===== config.mk =====
export PLATFORM = sky130hd
export DESIGN_NAME = chipsel_wait_unit
export DESIGN_NICKNAME = d
export VERILOG_FILES = /design/src/rtl/csw_pkg.sv /design/src/rtl/csw_regfile.sv /design/src/rtl/csw_decode.sv /design/src/rtl/csw_cycle.sv /design/src/rtl/chipsel_wait_unit.sv
export SDC_FILE = /design/constraint.sdc
export NUM_CORES = 1
export LEC_CHECK = 0
export BUFFER_PORTS_ARGS = -buffer_cell sky130_fd_sc_hd__buf_2
export CORE_AREA = 2 2 94 96
export CTS_CLUSTER_SIZE = 10
export DETAILED_ROUTE_END_ITERATION = 10
export DIE_AREA = 0 0 96 98
export HOLD_SLACK_MARGIN = 0.03
export PLACE_DENSITY = 0.64
export SETUP_SLACK_MARGIN = 0.1
export SLEW_MARGIN = 15
export SYNTH_ARGS = -nofsm -noshare
export SYNTH_HDL_FRONTEND = slang
export SYNTH_HIERARCHICAL = 1
export SYNTH_SLANG_ARGS = --single-unit

===== constraint.sdc =====
create_clock -name clk -period 4.12 [get_ports clk]
set_input_delay 0 -clock clk [delete_from_list [all_inputs] [get_ports clk]]
set_output_delay 0 -clock clk [all_outputs]
set_load 0.03 [all_outputs]

===== src/rtl/csw_pkg.sv =====
package csw_pkg;
  localparam int ADDR_W   = 20;
  localparam int MIN_SH   = 10;
  localparam int MAX_CODE = 8;
  localparam int BASE_W   = ADDR_W - MIN_SH;
  localparam int NUM_MID  = 4;
  localparam int NUM_SEL  = 2 + NUM_MID;
  localparam int WAIT_W   = 2;

  typedef struct packed {
    logic              en;
    logic              ign;
    logic [WAIT_W-1:0] waits;
    logic [3:0]        code;
  } region_cfg_t;

  function automatic int unsigned eff_shift(input logic [3:0] code);
    return MIN_SH + ((int'(code) > MAX_CODE) ? MAX_CODE : int'(code));
  endfunction

  function automatic logic top_hit(input logic [ADDR_W-1:0] a, input logic [3:0] code);
    return (((~a) >> eff_shift(code)) == '0);
  endfunction

  function automatic logic bottom_hit(input logic [ADDR_W-1:0] a, input logic [3:0] code);
    return ((a >> eff_shift(code)) == '0);
  endfunction

  function automatic logic block_hit(input logic [ADDR_W-1:0] a,
                                     input logic [ADDR_W-1:0] base,
                                     input logic [3:0] code);
    return ((a >> eff_shift(code)) == (base >> eff_shift(code)));
  endfunction

  function automatic logic [1:0] quarter(input logic [ADDR_W-1:0] a, input logic [3:0] code);
    logic [ADDR_W-1:0] t;
    t = a >> (eff_shift(code) - 2);
    return t[1:0];
  endfunction
endpackage


===== src/rtl/csw_regfile.sv =====
module csw_regfile
  import csw_pkg::*;
#(
  parameter logic [7:0] UPPER_RST = 8'hB0
) (
  input  logic              clk,
  input  logic              rst_n,
  input  logic              wr,
  input  logic [1:0]        sel,
  input  logic [15:0]       wdata,
  output region_cfg_t       up_cfg,
  output region_cfg_t       lo_cfg,
  output region_cfg_t       mid_cfg,
  output logic [BASE_W-1:0] mid_base
);
  always_ff @(posedge clk or negedge rst_n) begin
    if (!rst_n) begin
      up_cfg   <= region_cfg_t'(UPPER_RST);
      lo_cfg   <= '0;
      mid_cfg  <= '0;
      mid_base <= '0;
    end else if (wr) begin
      case (sel)
        2'd0: up_cfg   <= region_cfg_t'(wdata[7:0]);
        2'd1: lo_cfg   <= region_cfg_t'(wdata[7:0]);
        2'd2: mid_base <= wdata[15:16-BASE_W];
        default: mid_cfg <= region_cfg_t'(wdata[7:0]);
      endcase
    end
  end
endmodule


===== src/rtl/csw_decode.sv =====
module csw_decode
  import csw_pkg::*;
(
  input  logic [ADDR_W-1:0]  addr,
  input  region_cfg_t        up_cfg,
  input  region_cfg_t        lo_cfg,
  input  region_cfg_t        mid_cfg,
  input  logic [BASE_W-1:0]  mid_base,
  output logic [NUM_SEL-1:0] hit_vec,
  output logic [WAIT_W-1:0]  waits,
  output logic               ign
);
  logic [ADDR_W-1:0] base_addr;
  logic up_hit, lo_hit, mid_hit;

  assign base_addr = {mid_base, {MIN_SH{1'b0}}};
  assign up_hit    = up_cfg.en  && top_hit(addr, up_cfg.code);
  assign lo_hit    = lo_cfg.en  && bottom_hit(addr, lo_cfg.code);
  assign mid_hit   = mid_cfg.en && block_hit(addr, base_addr, mid_cfg.code);

  always_comb begin
    hit_vec = '0;
    waits   = '0;
    ign     = 1'b0;
    if (up_hit) begin
      hit_vec[0] = 1'b1;
      waits      = up_cfg.waits;
      ign        = up_cfg.ign;
    end else if (lo_hit) begin
      hit_vec[1] = 1'b1;
      waits      = lo_cfg.waits;
      ign        = lo_cfg.ign;
    end else if (mid_hit) begin
      hit_vec[2 + int'(quarter(addr, mid_cfg.code))] = 1'b1;
      waits      = mid_cfg.waits;
      ign        = mid_cfg.ign;
    end
  end
endmodule


===== src/rtl/csw_cycle.sv =====
module csw_cycle
  import csw_pkg::*;
(
  input  logic               clk,
  input  logic               rst_n,
  input  logic               start,
  input  logic               ext_rdy,
  input  logic [NUM_SEL-1:0] dec_sel,
  input  logic [WAIT_W-1:0]  dec_waits,
  input  logic               dec_ign,
  input  logic [1:0]         a21,
  output logic [NUM_SEL-1:0] sel_q,
  output logic               busy,
  output logic               bus_rdy,
  output logic [1:0]         lat_a
);
  logic [WAIT_W-1:0] cnt;
  logic              ign_q;
  logic              accept;
  logic              cnt_done;

  assign accept   = start && !busy;
  assign cnt_done = (cnt == '0);
  assign bus_rdy  = busy && cnt_done && (ign_q || ext_rdy);

  always_ff @(posedge clk or negedge rst_n) begin
    if (!rst_n) begin
      busy  <= 1'b0;
      sel_q <= '0;
      cnt   <= '0;
      ign_q <= 1'b0;
      lat_a <= '0;
    end else if (accept) begin
      busy  <= 1'b1;
      sel_q <= dec_sel;
      cnt   <= dec_waits;
      ign_q <= dec_ign;
      lat_a <= a21;
    end else if (bus_rdy) begin
      busy  <= 1'b0;
      sel_q <= '0;
    end else if (busy && !cnt_done) begin
      cnt <= cnt - 1'b1;
    end
  end


  one_sel_chk: assert property (@(posedge clk) disable iff (!rst_n) $onehot0(sel_q));

  sel_hold_chk: assert property (@(posedge clk) disable iff (!rst_n)
    busy && !bus_rdy |=> $stable(sel_q));

  sel_drop_chk: assert property (@(posedge clk) disable iff (!rst_n)
    bus_rdy |=> !busy && (sel_q == '0));

  lat_hold_chk: assert property (@(posedge clk) disable iff (!rst_n)
    busy |=> $stable(lat_a));

  ext_need_chk: assert property (@(posedge clk) disable iff (!rst_n)
    bus_rdy && !ext_rdy |-> ign_q);

  busy_start_chk: assert property (@(posedge clk) disable iff (!rst_n)
    start && busy && !bus_rdy |=> busy);
endmodule


===== src/rtl/chipsel_wait_unit.sv =====
module chipsel_wait_unit
  import csw_pkg::*;
#(
  parameter logic [7:0] UPPER_RST = 8'hB0
) (
  input  logic              clk,
  input  logic              rst_n,
  input  logic              cfg_wr,
  input  logic [1:0]        cfg_sel,
  input  logic [15:0]       cfg_wdata,
  input  logic              cyc_start,
  input  logic [ADDR_W-1:0] cyc_addr,
  input  logic              ext_rdy,
  output logic              sel_upper,
  output logic              sel_lower,
  output logic [NUM_MID-1:0] sel_mid,
  output logic              bus_rdy,
  output logic [1:0]        lat_a
);
  region_cfg_t        up_cfg, lo_cfg, mid_cfg;
  logic [BASE_W-1:0]  mid_base;
  logic [NUM_SEL-1:0] dec_sel, sel_q;
  logic [WAIT_W-1:0]  dec_waits;
  logic               dec_ign;
  logic               busy;

  csw_regfile #(.UPPER_RST(UPPER_RST)) u_regs (
    .clk(clk), .rst_n(rst_n), .wr(cfg_wr), .sel(cfg_sel), .wdata(cfg_wdata),
    .up_cfg(up_cfg), .lo_cfg(lo_cfg), .mid_cfg(mid_cfg), .mid_base(mid_base)
  );

  csw_decode u_dec (
    .addr(cyc_addr), .up_cfg(up_cfg), .lo_cfg(lo_cfg), .mid_cfg(mid_cfg),
    .mid_base(mid_base), .hit_vec(dec_sel), .waits(dec_waits), .ign(dec_ign)
  );

  csw_cycle u_cyc (
    .clk(clk), .rst_n(rst_n), .start(cyc_start), .ext_rdy(ext_rdy),
    .dec_sel(dec_sel), .dec_waits(dec_waits), .dec_ign(dec_ign),
    .a21(cyc_addr[2:1]), .sel_q(sel_q), .busy(busy), .bus_rdy(bus_rdy),
    .lat_a(lat_a)
  );

  assign sel_upper = sel_q[0];
  assign sel_lower = sel_q[1];
  assign sel_mid   = sel_q[NUM_SEL-1:2];


  miss_rdy_chk: assert property (@(posedge clk) disable iff (!rst_n)
    busy && (sel_q == '0) |-> (bus_rdy == ext_rdy));

  start_take_chk: assert property (@(posedge clk) disable iff (!rst_n)
    cyc_start && !busy |=> busy);
endmodule


# Yosys cells after proc, flatten, opt, wreduce, memory -nomap -nowiden
# Cells that the tools add are included.
dict set report word_totals {
  in_bits 43
  wordCells 87
  out_inout_bits 9
  register_bits 46
}
dict set report classes {
  n_addsub 6
  n_bitwise 2
  eq_ne 4
  shifts 5
  n_mux 24
  reduce_logical 23
  magnitude_cmp 5
}
# operator n
set ops {}
lappend ops {{$shr 20x32->20} 4}
lappend ops {{$add 5x32->32 const A} 3}
lappend ops {{$logic_not 20->1} 2}
lappend ops {{$ge 32x1->1 const B} 1}
lappend ops {{$lt 32x5->1 const B} 1}
lappend ops {{$shr 20x32->2} 1}
lappend ops {{$sub 32x2->32 const B} 1}
lappend ops {{$eq 20x20->1} 1}
lappend ops {{$not 20->20} 1}
lappend ops {{$mux 6} 3}
lappend ops {{$mux 4} 4}
lappend ops {{$gt 4x4->1 const B} 3}
lappend ops {{$mux 2} 6}
lappend ops {{$reduce_and 2->1} 5}
lappend ops {{$mux 1} 9}
lappend ops {{$logic_and 1x1->1} 8}
lappend ops {{$mux 5} 1}
lappend ops {{$logic_not 2->1} 2}
lappend ops {{$reduce_bool 2->1} 2}
lappend ops {{$add 2x2->3 const A} 1}
lappend ops {{$demux 1 s3} 1}
lappend ops {{$reduce_or 3->1} 1}
lappend ops {{$eq 2x1->1 const B} 1}
lappend ops {{$eq 2x2->1 const B} 1}
lappend ops {{other kinds (5)} 6}

# Logic depth before layout (Yosys ltp)
# Gate-level depths: netlist of run 1.
dict set report logic_depth {
  ltp_word 14
  ltp_mapped 11
  depth_no_buf 9
}

# Modules after synthesis
# The synthesis of run 1 kept the hierarchy.
# module seq_area_each_um2 instances cells_each area_per_inst_um2
set by_module_without_submodules {}
lappend by_module_without_submodules {csw_regfile 854.6 1 73 1292.5}
lappend by_module_without_submodules {csw_decode 0.0 1 161 1288.7}
lappend by_module_without_submodules {csw_cycle 300.3 1 39 511.7}

# Worst setup path before layout of run 1
# Ideal clock, no wire load.
dict set report synth_timing {
  path_kind {register to register}
  start {register u_regs/mid_cfg[0] (netlist name)}
  end {register u_cyc.cnt[1]}
  synth_period_minus_slack_ps 2560
  setup_time_ps 129
  path_buffers 2
  t_arrival_ps 2431
  slack_ps 1560
  stages_incl_launch_ff 12
  required_time_ps 3991
  cell_sequence {dfrtp_1 buf_2 nand2b_1 clkbuf_1 mux4_2 xnor2_1 a32oi_1 nor2_1 a32oi_2 o21ai_0 a211oi_1 a21oi_1}
}
dict set report synth_between {
  elab_chain_cells 10
  elab_cells_between_ends 11
  cone_classes {add/sub: 1; order compare: 1; eq/ne: 1; shift: 2; mux: 5; reduce/logical: 1}
}
# item line
set synth_lines {}
lappend synth_lines {{$gt 4x4->1} csw_pkg.sv:18} ;# return MIN_SH + ((int'(code) > MAX_CODE) ? MAX_CODE : int'(code));
lappend synth_lines {{$mux 4 (*)} csw_pkg.sv:18}
lappend synth_lines {{$add 5x32->32 (*)} csw_pkg.sv:18}
lappend synth_lines {{$shr 20x32->20} csw_pkg.sv:32} ;# return ((a >> eff_shift(code)) == (base >> eff_shift(code)));
lappend synth_lines {{$eq 20x20->1 (*)} csw_pkg.sv:32}
lappend synth_lines {{$logic_and 1x1->1 (*)} csw_decode.sv:19} ;# assign mid_hit = mid_cfg.en && block_hit(addr, base_addr, mid_cfg.code);
lappend synth_lines {{$mux 2 (*)} csw_decode.sv:33} ;# end else if (mid_hit) begin
lappend synth_lines {{$mux 2 (*)} csw_decode.sv:29} ;# end else if (lo_hit) begin
lappend synth_lines {{$mux 2 (*)} csw_decode.sv:25} ;# if (up_hit) begin
lappend synth_lines {{via dec_waits[1]} chipsel_wait_unit.sv:23} ;# logic [WAIT_W-1:0] dec_waits;
lappend synth_lines {{$mux 2 (*)} csw_cycle.sv:33} ;# end else if (accept) begin
lappend synth_lines {{end signal, assigned} csw_cycle.sv:36} ;# cnt <= dec_waits;
lappend synth_lines {{end signal, assigned} csw_cycle.sv:43} ;# cnt <= cnt - 1'b1;
lappend synth_lines {{end, declared} csw_cycle.sv:17} ;# logic [WAIT_W-1:0] cnt;
# Mark *: on every way through the listed nets, which the timed path passes. The rest lies on a longest branch.
# A chain may end at the register's enable or synchronous reset.

# Worst setup path in the final report of run 1
dict set report layout_timing {
  start {register u_regs/mid_cfg[3] (netlist name)}
  end {register u_cyc.sel_q[2]}
}
dict set report layout_between {
  elab_chain_cells 14
  elab_cells_between_ends 19
  cone_classes {add/sub: 3; order compare: 3; eq/ne: 1; shift: 3; mux: 7; reduce/logical: 2}
}
# item line
set layout_lines {}
lappend layout_lines {{$gt 4x4->1} csw_pkg.sv:18}
lappend layout_lines {{$mux 4 (*)} csw_pkg.sv:18}
lappend layout_lines {{$add 5x32->32 (*)} csw_pkg.sv:18}
lappend layout_lines {{$sub 32x2->32} csw_pkg.sv:37} ;# t = a >> (eff_shift(code) - 2);
lappend layout_lines {{$shr 20x32->2} csw_pkg.sv:37}
lappend layout_lines {{$add 2x2->3} csw_decode.sv:34} ;# hit_vec[2 + int'(quarter(addr, mid_cfg.code))] = 1'b1;
lappend layout_lines {{$ge 32x1->1 (not written as such) / $lt 32x5->1 (equally long branches)} csw_decode.sv:34}
lappend layout_lines {{$logic_and 1x1->1 (not written as such)} csw_decode.sv:34}
lappend layout_lines {{$mux 1 (not written as such)} csw_decode.sv:34}
lappend layout_lines {{$demux 1 s3} n/a}
lappend layout_lines {{$mux 6 (*)} csw_decode.sv:33}
lappend layout_lines {{$mux 4 (*)} csw_decode.sv:29}
lappend layout_lines {{$mux 5 (*)} csw_decode.sv:25}
lappend layout_lines {{via dec_sel[2]} chipsel_wait_unit.sv:22} ;# logic [NUM_SEL-1:0] dec_sel, sel_q;
lappend layout_lines {{$mux 6 (*)} csw_cycle.sv:33}
lappend layout_lines {{end signal, assigned} csw_cycle.sv:35} ;# sel_q <= dec_sel;
lappend layout_lines {{end, declared} csw_cycle.sv:12} ;# output logic [NUM_SEL-1:0] sel_q,
# Marked as above.

==> results.md, run 1 <==
- CP bufs+invs: 1
- Vias/cell: 5.51
- Reg2reg start: u_regs/mid_cfg[3]
- First-pass DRT Iterations: 4
- Final nets: 376
- Critical path fanouts, max: 10
- Final core occ: 0.437
- Crit path arrival time: 3320 ps
- GP Congestion: 0.888
- Fin. Hold Viols: 0
- Die Span Y: 98 um
- Setup TNS: 0 ps
- Worst setup SP type: flop
- Fmax: 0.325 GHz
- IO Count: 52
- Clk sink count: 46
- Layout cells sized above 1: 0.378
- Most common cell in the netlist: dfrtp_1
- Cell accounting for the most synthesized area: dfrtp_1
- Wl on met1: 3.24 mm
- Netlist cell types: 60
- Final setup viols: 0
- Clock root buffer: clkbuf_8
- Antenna violations before repair: 0
- Adder-cell share of the synthesized area: 0.00405
- Post-CTS Repair Setup Buffers: 0
- Register area share after synthesis: 0.373
- Rows: 34
- Hold Crit Class: input port to flop
- CTS HTree Levels: 2
- Remaining antenna violation count: 0
- Initial Utilization: 0.365
- Leak: 1.56 nW
- Met2 WL: 3.78 mm
- Synth area leaders: dfrtp_1 (35%), mux2_2 (13%), mux4_2 (6.6%), mux2i_1 (4.2%), dfstp_2 (2.5%)
- Main flop type after synthesis: dfrtp_1
- Status: finished clean
- Vias post-DR: 2428
- Drt total wl: 7.56 mm
- R2R setup slack: 1050 ps
- Largest family of logic cells by synthesized area: multiplexers
- Number of buffers added on ports: 45
- Worst reg2reg path depth: 9
- Yosys warning count: 6
- Routed wl met3: 396 um
- Synth Net Count: 317
- Synthesized netlist cell count: 273
- Post-synthesis simple-gate area fraction: 0.130
- Area of the core: 8470 um^2
- Total grt overflow: 0
- Placed wire-length estimate: 5.45 mm
- Critical Path End Type: flop
- Top delay family on crit path: compound AO/OA/AOI/OAI gates
- CTS resizes: 0
- Clock buffer depth: 2
- Syn-to-layout area delta: 19.5%
- RSZ-0062 raised after global routing: false
- VDD IR max: 0.000140 V
- Clock transition at path regs: 90 ps
- Post-synth top area share: 0.348
- Compound-gate portion of the synthesized area: 0.158
- Slowest cell on the critical path: mux4_2
- Die Wd: 96 um
- Most frequent cells after synthesis: dfrtp_1 (43), mux2_2 (35), nor2_1 (17)
- Setup ws final: 1050 ps
- FILL cells: 808
- Hold slack: 48.6 ps
- Syn Area/Cell: 11.3 um^2
- Crit-path cells: nor2b_1, buf_4, mux4_2, xor2_1, a221o_1, a211oi_2, a32oi_2, nor4b_2, a22o_1
- Slew Limit Fails: 0
- Number of flops mapped to enable cells by yosys: 0
- Min-delay src: ext_rdy
- WP data required: 4360 ps
- Total GRT Usage: 0.174
- Hold depth: 3
- Worst Hold End: u_cyc/busy
- Vias in the first global route: 2506
- Antenna cells: 0
- TritonCTS clock tree: yes
- Global-route wire length before repair: 12.7 mm
- Post-synthesis register bit count: 46
- Tcrit/Tclk final: 0.746
- DRC viols: 0
- PwrDens: 448 nW/um^2
- Crit path kind: flop to flop
- Netlist Area Pre-Place: 3090 um^2
- Final clock skew: 6.07 ps
- Reg-to-Reg End: u_cyc/sel_q[2]
- Die area: 9410 um^2
- Drt wl/cell: 17.1 um
- Largest stage delay, worst path: 520 ps
- Final worst path period need: 3070 ps
- Multiplexer share of the synthesized area: 0.250
- XOR/XNOR Fraction of Synth Area: 0.0421
- Max_cap viols: 0
- Synth async-reset ratio: 1.00
- Top Layer Used: met4
- Worst skew pair latency: 300 ps
- Setup slack at placement: 1060 ps
- Hold_buf cts: 20
- Largest net degree at the start of global routing: 47
- Total CTS buffers: 5
- Slew @ Worst Pin: 903 ps
- DRT iter0 DRCs: 227
- Slew margin rel.: 0.395
report_power, final:
| part | internal, mW | switching (mW) | leakage, nW |
|---|---|---|---|
| Sequential | 0.554 | 0.102 | 0.553 |
| Clock | 0.121 | 0.162 | 0.0408 |
| Combinational | 0.352 | 0.364 | 0.965 |
| Total | 1.03 | 0.629 | 1.56 |
cell usage in the layout, fill, tap and decap left out, types with 5 or more instances in the layout:
master,n
mux2i_1,13
nor2_1,17
clkbuf_8,5
nor2b_1,6
xnor2_1,8
mux4_2,9
mux2_2,35
a21oi_1,7
xor2_1,5
o21ai_0,10
a211oi_1,6
buf_2,45
dlygate4sd3_1,20
dfrtp_1,43
a22o_1,6
nand2_1,10
inv_1,9
nand2b_1,5
kinds of logic (layout without fill, tap and decap cells):
kind of cell    after synthesis  in the layout
simple gates                 63             63
compound gates               62             62
mux                          60             60
flops                        46             46
buf+inv                      27             87
xor+xnor                     14             14
fa+ha+maj                     1              1
sequential cells by signal, summed over array words and instances, names as in the netlist:
name	flops
u_cyc/busy	1
u_cyc/ign_q	1
u_regs/up_cfg	8
u_regs/lo_cfg	8
u_cyc/cnt	2
u_cyc/sel_q	6
u_regs/mid_cfg	8
u_regs/mid_base	10
u_cyc/lat_a	2
layout make-up:
class / instances / area [um^2] / share of cell area
multi-input cells: 200 / 1800 / 0.488
flip-flops and latches: 46 / 1150 / 0.312
repair buffers: 70 / 475 / 0.129
well taps: 108 / 135 / 0.0366
clock buffers: 5 / 68.8 / 0.0186
inverters: 9 / 33.8 / 0.00914
clock inverters: 3 / 23.8 / 0.00643
metal layers:
metal  global-route usage  up-vias
met3               0.0270        8
li1                     -     1146
met1                0.228     1216
met5                    0        -
met4               0.0637        0
met2                0.286       58
tightest hold or removal path, stage by stage:
cell	delay (ps)
buf_2	70
o211a_1	180
nor2_1	60
stage by stage:
stage               std cells  instance area, um^2  total power, mW
floorplan                 273                 3090             1.19
global placement          412                 3380             1.35
detailed placement        412                 3380             1.36
CTS                       440                 3680             1.67
global route              441                 3700             1.78
finish                    441                 3700             1.66
worst max-delay path by stage:
| stage | from | end | slack, ps | cells after the start |
|---|---|---|---|---|
| after floorplan | u_regs/mid_cfg[0] | u_cyc/cnt[1] | 1560 | 11 |
| after global placement | u_regs/mid_cfg[3] | u_cyc/cnt[1] | 1050 | 10 |
| after detailed placement | u_regs/mid_cfg[3] | u_cyc/sel_q[2] | 1060 | 9 |
| after CTS | u_regs/mid_cfg[3] | u_cyc/sel_q[2] | 1010 | 9 |
| after global routing | u_regs/mid_cfg[3] | u_cyc/cnt[1] | 790 | 10 |
| final | u_regs/mid_cfg[3] | u_cyc/sel_q[2] | 1050 | 9 |
(Power assumes the default switching activity.)
==> inputs of run 2 (changes only) <==
--- a/config.mk
+++ b/config.mk
@@ -5,13 +5,14 @@
 export SDC_FILE = /design/constraint.sdc
 export NUM_CORES = 1
 export LEC_CHECK = 0
+export ABC_AREA = 1
 export BUFFER_PORTS_ARGS = -buffer_cell sky130_fd_sc_hd__buf_2
-export CORE_AREA = 2 2 94 96
+export CORE_AREA = 2 2 101 103
 export CTS_CLUSTER_SIZE = 10
 export DETAILED_ROUTE_END_ITERATION = 10
-export DIE_AREA = 0 0 96 98
+export DIE_AREA = 0 0 103 105
 export HOLD_SLACK_MARGIN = 0.03
-export PLACE_DENSITY = 0.64
+export PLACE_DENSITY = 0.66
 export SETUP_SLACK_MARGIN = 0.1
 export SLEW_MARGIN = 15
 export SYNTH_ARGS = -nofsm -noshare
==> constraint.sdc (replaced) <==
create_clock -name clk -period 2.73 [get_ports clk]
set_input_delay 0 -clock clk [delete_from_list [all_inputs] [get_ports clk]]
set_output_delay 0 -clock clk [all_outputs]
set_load 0.03 [all_outputs]
==> run 2 against run 1 <==
Routed wire length up 25%; critical endpoint is now u_cyc/cnt[1]; die area up 15%; sequential share of layout area down 3.5 points; flip-flop and latch count unchanged; register-to-register slack worse by 730 ps; clock skew down 2.6 ps.
==> results.md, run 2 <==
- Status: finished clean
- Syn Area/Cell: 6.39 um^2 (-44%)
- Number of buffers added on ports: 45 (unchanged)
- DRT iter0 DRCs: 243 (+7.0%)
- Slew margin rel.: 0.329 (-0.0651)
- Area of the core: 9640 um^2 (+14%)
- CTS HTree Levels: 2 (unchanged)
- FILL cells: 1036 (+28%)
- Remaining antenna violation count: 0 (unchanged)
- Top Layer Used: met4
- Leak: 2.36 nW (+51%)
- Slew @ Worst Pin: 1010 ps (+103 ps)
- Crit path kind: flop to flop
- Drt wl/cell: 12.5 um (-27%)
- Power Internal: 1.48 mW (+44%)
- Total CTS buffers: 5 (unchanged)
- Fin. Hold Viols: 0 (unchanged)
- Tcrit/Tclk final: 0.885 (+0.138)
- Post-route cell area: 4170 um^2 (+13%)
- Sw Pwr: 1.10 mW (+75%)
- Total Power: 2.58 mW (+56%)
- Yosys warning count: 6 (unchanged)
- Clock root buffer: clkbuf_8
- PwrDens: 619 nW/um^2 (+38%)
- WP data required: 2970 ps (-1390 ps)
- Drt total wl: 9.45 mm (+25%)
- Initial Utilization: 0.375 (+0.0100)
- Most common cell in the netlist: nand2_1
- Max reg flops: 10 (unchanged)
- Setup TNS: 0 ps (unchanged)
- Final worst path period need: 2420 ps (-660 ps)
- Final clock skew: 3.51 ps (-2.56 ps)
- Die Span Y: 105 um (+7.1%)
- Cell accounting for the most synthesized area: dfrtp_1
- Number of flops mapped to enable cells by yosys: 0 (unchanged)
- Syn-to-layout area delta: 15.1%
- Most common cell after layout, fill and taps aside: nand2_1
- Critical path fanouts, max: 13 (+3)
- Wl on met1: 4.45 mm (+37%)
- Comb pwr share: 0.443 (+0.011)
- Vias/cell: 4.96 (-9.9%)
- Netlist Area Pre-Place: 3620 um^2 (+17%)
- First-pass DRT Iterations: 4 (unchanged)
- Slew Limit Fails: 0 (unchanged)
- Total GRT Usage: 0.181 (+0.00785)
- R2R setup slack: 310 ps (-730 ps)
- Vias in the first global route: 3486 (+39%)
- Sequential Power Share: 0.359 (-0.037)
- Max_cap viols: 0 (unchanged)
- Placed wire-length estimate: 7.11 mm (+30%)
- Critical Path End Type: flop
- RSZ-0062 raised after global routing: false
- VDD IR max: 0.000297 V (+110%)
- Clock power frac: 0.198 (+0.027)
- Vias post-DR: 3747 (+54%)
- Layout cells sized above 1: 0.175 (-0.203)
- Synth async-reset ratio: 1.00 (unchanged)
- Global-route wire length before repair: 15.8 mm (+25%)
- GP Congestion: 0.880 (-0.87%)
- Most frequent cells after synthesis: nand2_1 (243), nand3_1 (71), inv_1 (50)
- Netlist cell types: 32 (-47%)
- Crit path arrival time: 2660 ps (-660 ps)
- Post-synth top area share: 0.297 (-0.0505)
- Most frequent cells in the layout: nand2_1 (243), nand3_1 (71), inv_1 (50)
- Antenna violations before repair: 0 (unchanged)
- Final core occ: 0.432 (-0.00448)
- Register area share after synthesis: 0.319 (-0.0542)
- Final nets: 665 (+77%)
- Worst skew pair latency: 300 ps (about the same)
- Antenna cells: 0 (unchanged)
- Fmax: 0.414 GHz (+27%)
- Largest net degree at the start of global routing: 47 (unchanged)
- Hold slack: 105 ps (+56.4 ps)
- Routed wl met3: 508 um (+28%)
- Synth Net Count: 610 (+92%)
- Die area: 10800 um^2 (+15%)
- Switching Fraction: 0.427 (+0.0473)
- DRC viols: 0 (unchanged)
- IO Count: 52 (unchanged)
- Main flop type after synthesis: dfrtp_1
- Clock buffer depth: 2 (unchanged)
- Synth area leaders: dfrtp_1 (30%), nand2_1 (25%), nand3_1 (9.8%), inv_1 (5.2%), nand4_1 (5.2%)
- Post-DP Area: 3840 um^2 (+13%)
- Synthesized netlist cell count: 566 (+110%)
- Hold Crit Class: input port to flop
- Post-synthesis register bit count: 46 (unchanged)
- Rows: 36 (+5.9%)
- Worst setup SP type: flop
- Most flop-heavy register: u_regs/mid_base
- Clk sink count: 46 (unchanged)
- Clock transition at path regs: 90 ps (about the same)
- Final setup viols: 0 (unchanged)
- Met2 WL: 4.35 mm (+15%)
- Total grt overflow: 0 (unchanged)
- Die Wd: 103 um (+7.3%)
- TritonCTS clock tree: yes
-- run 2: cell types whose count changed in the layout (fill, tap and decap cells not counted), sizes merged, moves of 6 or more --
cell,delta
a211oi,-7
a22o,-6
inv,+51
mux2,-38
mux2i,-13
mux4,-9
nand2,+254
nand3,+74
nand4,+30
nor2,+19
nor2b,-7
xnor2,-9
-- run 2: power by group through the flow --
stage          clock network, mW  registers, mW  logic [mW]
2_1_floorplan                  0          0.933       0.869
3_3_place_gp                   0          0.929        1.08
3_5_place_dp                   0          0.934        1.11
4_1_cts                    0.523          0.921        1.13
5_1_grt                    0.545          0.940        1.30
6_report                   0.510          0.924        1.14
-- run 2: critical path, stage by stage, from the launching register on --
cell and delay (ps):
dfrtp_2 530, nor2_4 390, nand2_1 170, nand3_2 100
nand2_1 50, nand2_1 70, nand2_1 50, nand2_1 60
nand2_1 50, nor2_1 100, nand2_1 80, nor2_2 160
and2_4 190, nand2_1 50, nand2_1 50, inv_1 40
nand3_1 70, nand3_1 80, nand2_1 60
-- run 2: worst paths after layout --
check | cells after the start | end | start
setup / recovery | 18 | u_cyc/cnt[1] | u_regs/mid_cfg[3]
setup reg to reg | 18 | u_cyc/cnt[1] | u_regs/mid_cfg[3]
min in group asynchronous | 2 | u_cyc/busy | rst_n
hold / removal | 6 | u_cyc/busy | ext_rdy
max in group asynchronous | 2 | u_regs/mid_cfg[3] | rst_n
hold reg to reg | 2 | u_regs/up_cfg[4] | u_regs/up_cfg[4]
-- run 2: cells by family (layout without fill, tap and decap cells) --
logic type	after synthesis	in the layout	share of synthesized area
buffers and inverters	82	138	0.120
AND/OR/NAND/NOR	412	412	0.518
flip-flops	46	46	0.319
adder cells (fa/ha/maj)	1	1	0.00346
AO/OA/AOI/OAI	25	25	0.0387
-- run 2: stage by stage --
stage	setup WS, ps	cells
2_1_floorplan	727	566
3_3_place_gp	210	727
3_5_place_dp	168	727
4_1_cts	155	755
5_1_grt	102	755
6_report	315	755
-- run 2: per-layer routing --
layer  track usage  vias to the layer above
met2         0.289                      119
met4        0.0517                        0
met5             0                        -
li1              -                     1908
met3        0.0140                       10
met1         0.262                     1710
-- run 2: timing repair --
item / CTS / global route
hold buffers: 20 / 0
endpoints found under the hold margin: 80 / 0
setup endpoints to repair: 0 / 5
resized for setup: 0 / 4
setup buffers: 0 / 0
-- run 2: cell type report --
class,count,area (um^2),area share
clock inverter,3,43.8,0.0105
sequential,46,1160,0.278
timing repair buffer,70,463,0.111
clock buffer,5,68.8,0.0165
inverter,60,230,0.0553
multi-input combinational,438,2040,0.489
tap,133,166,0.0400
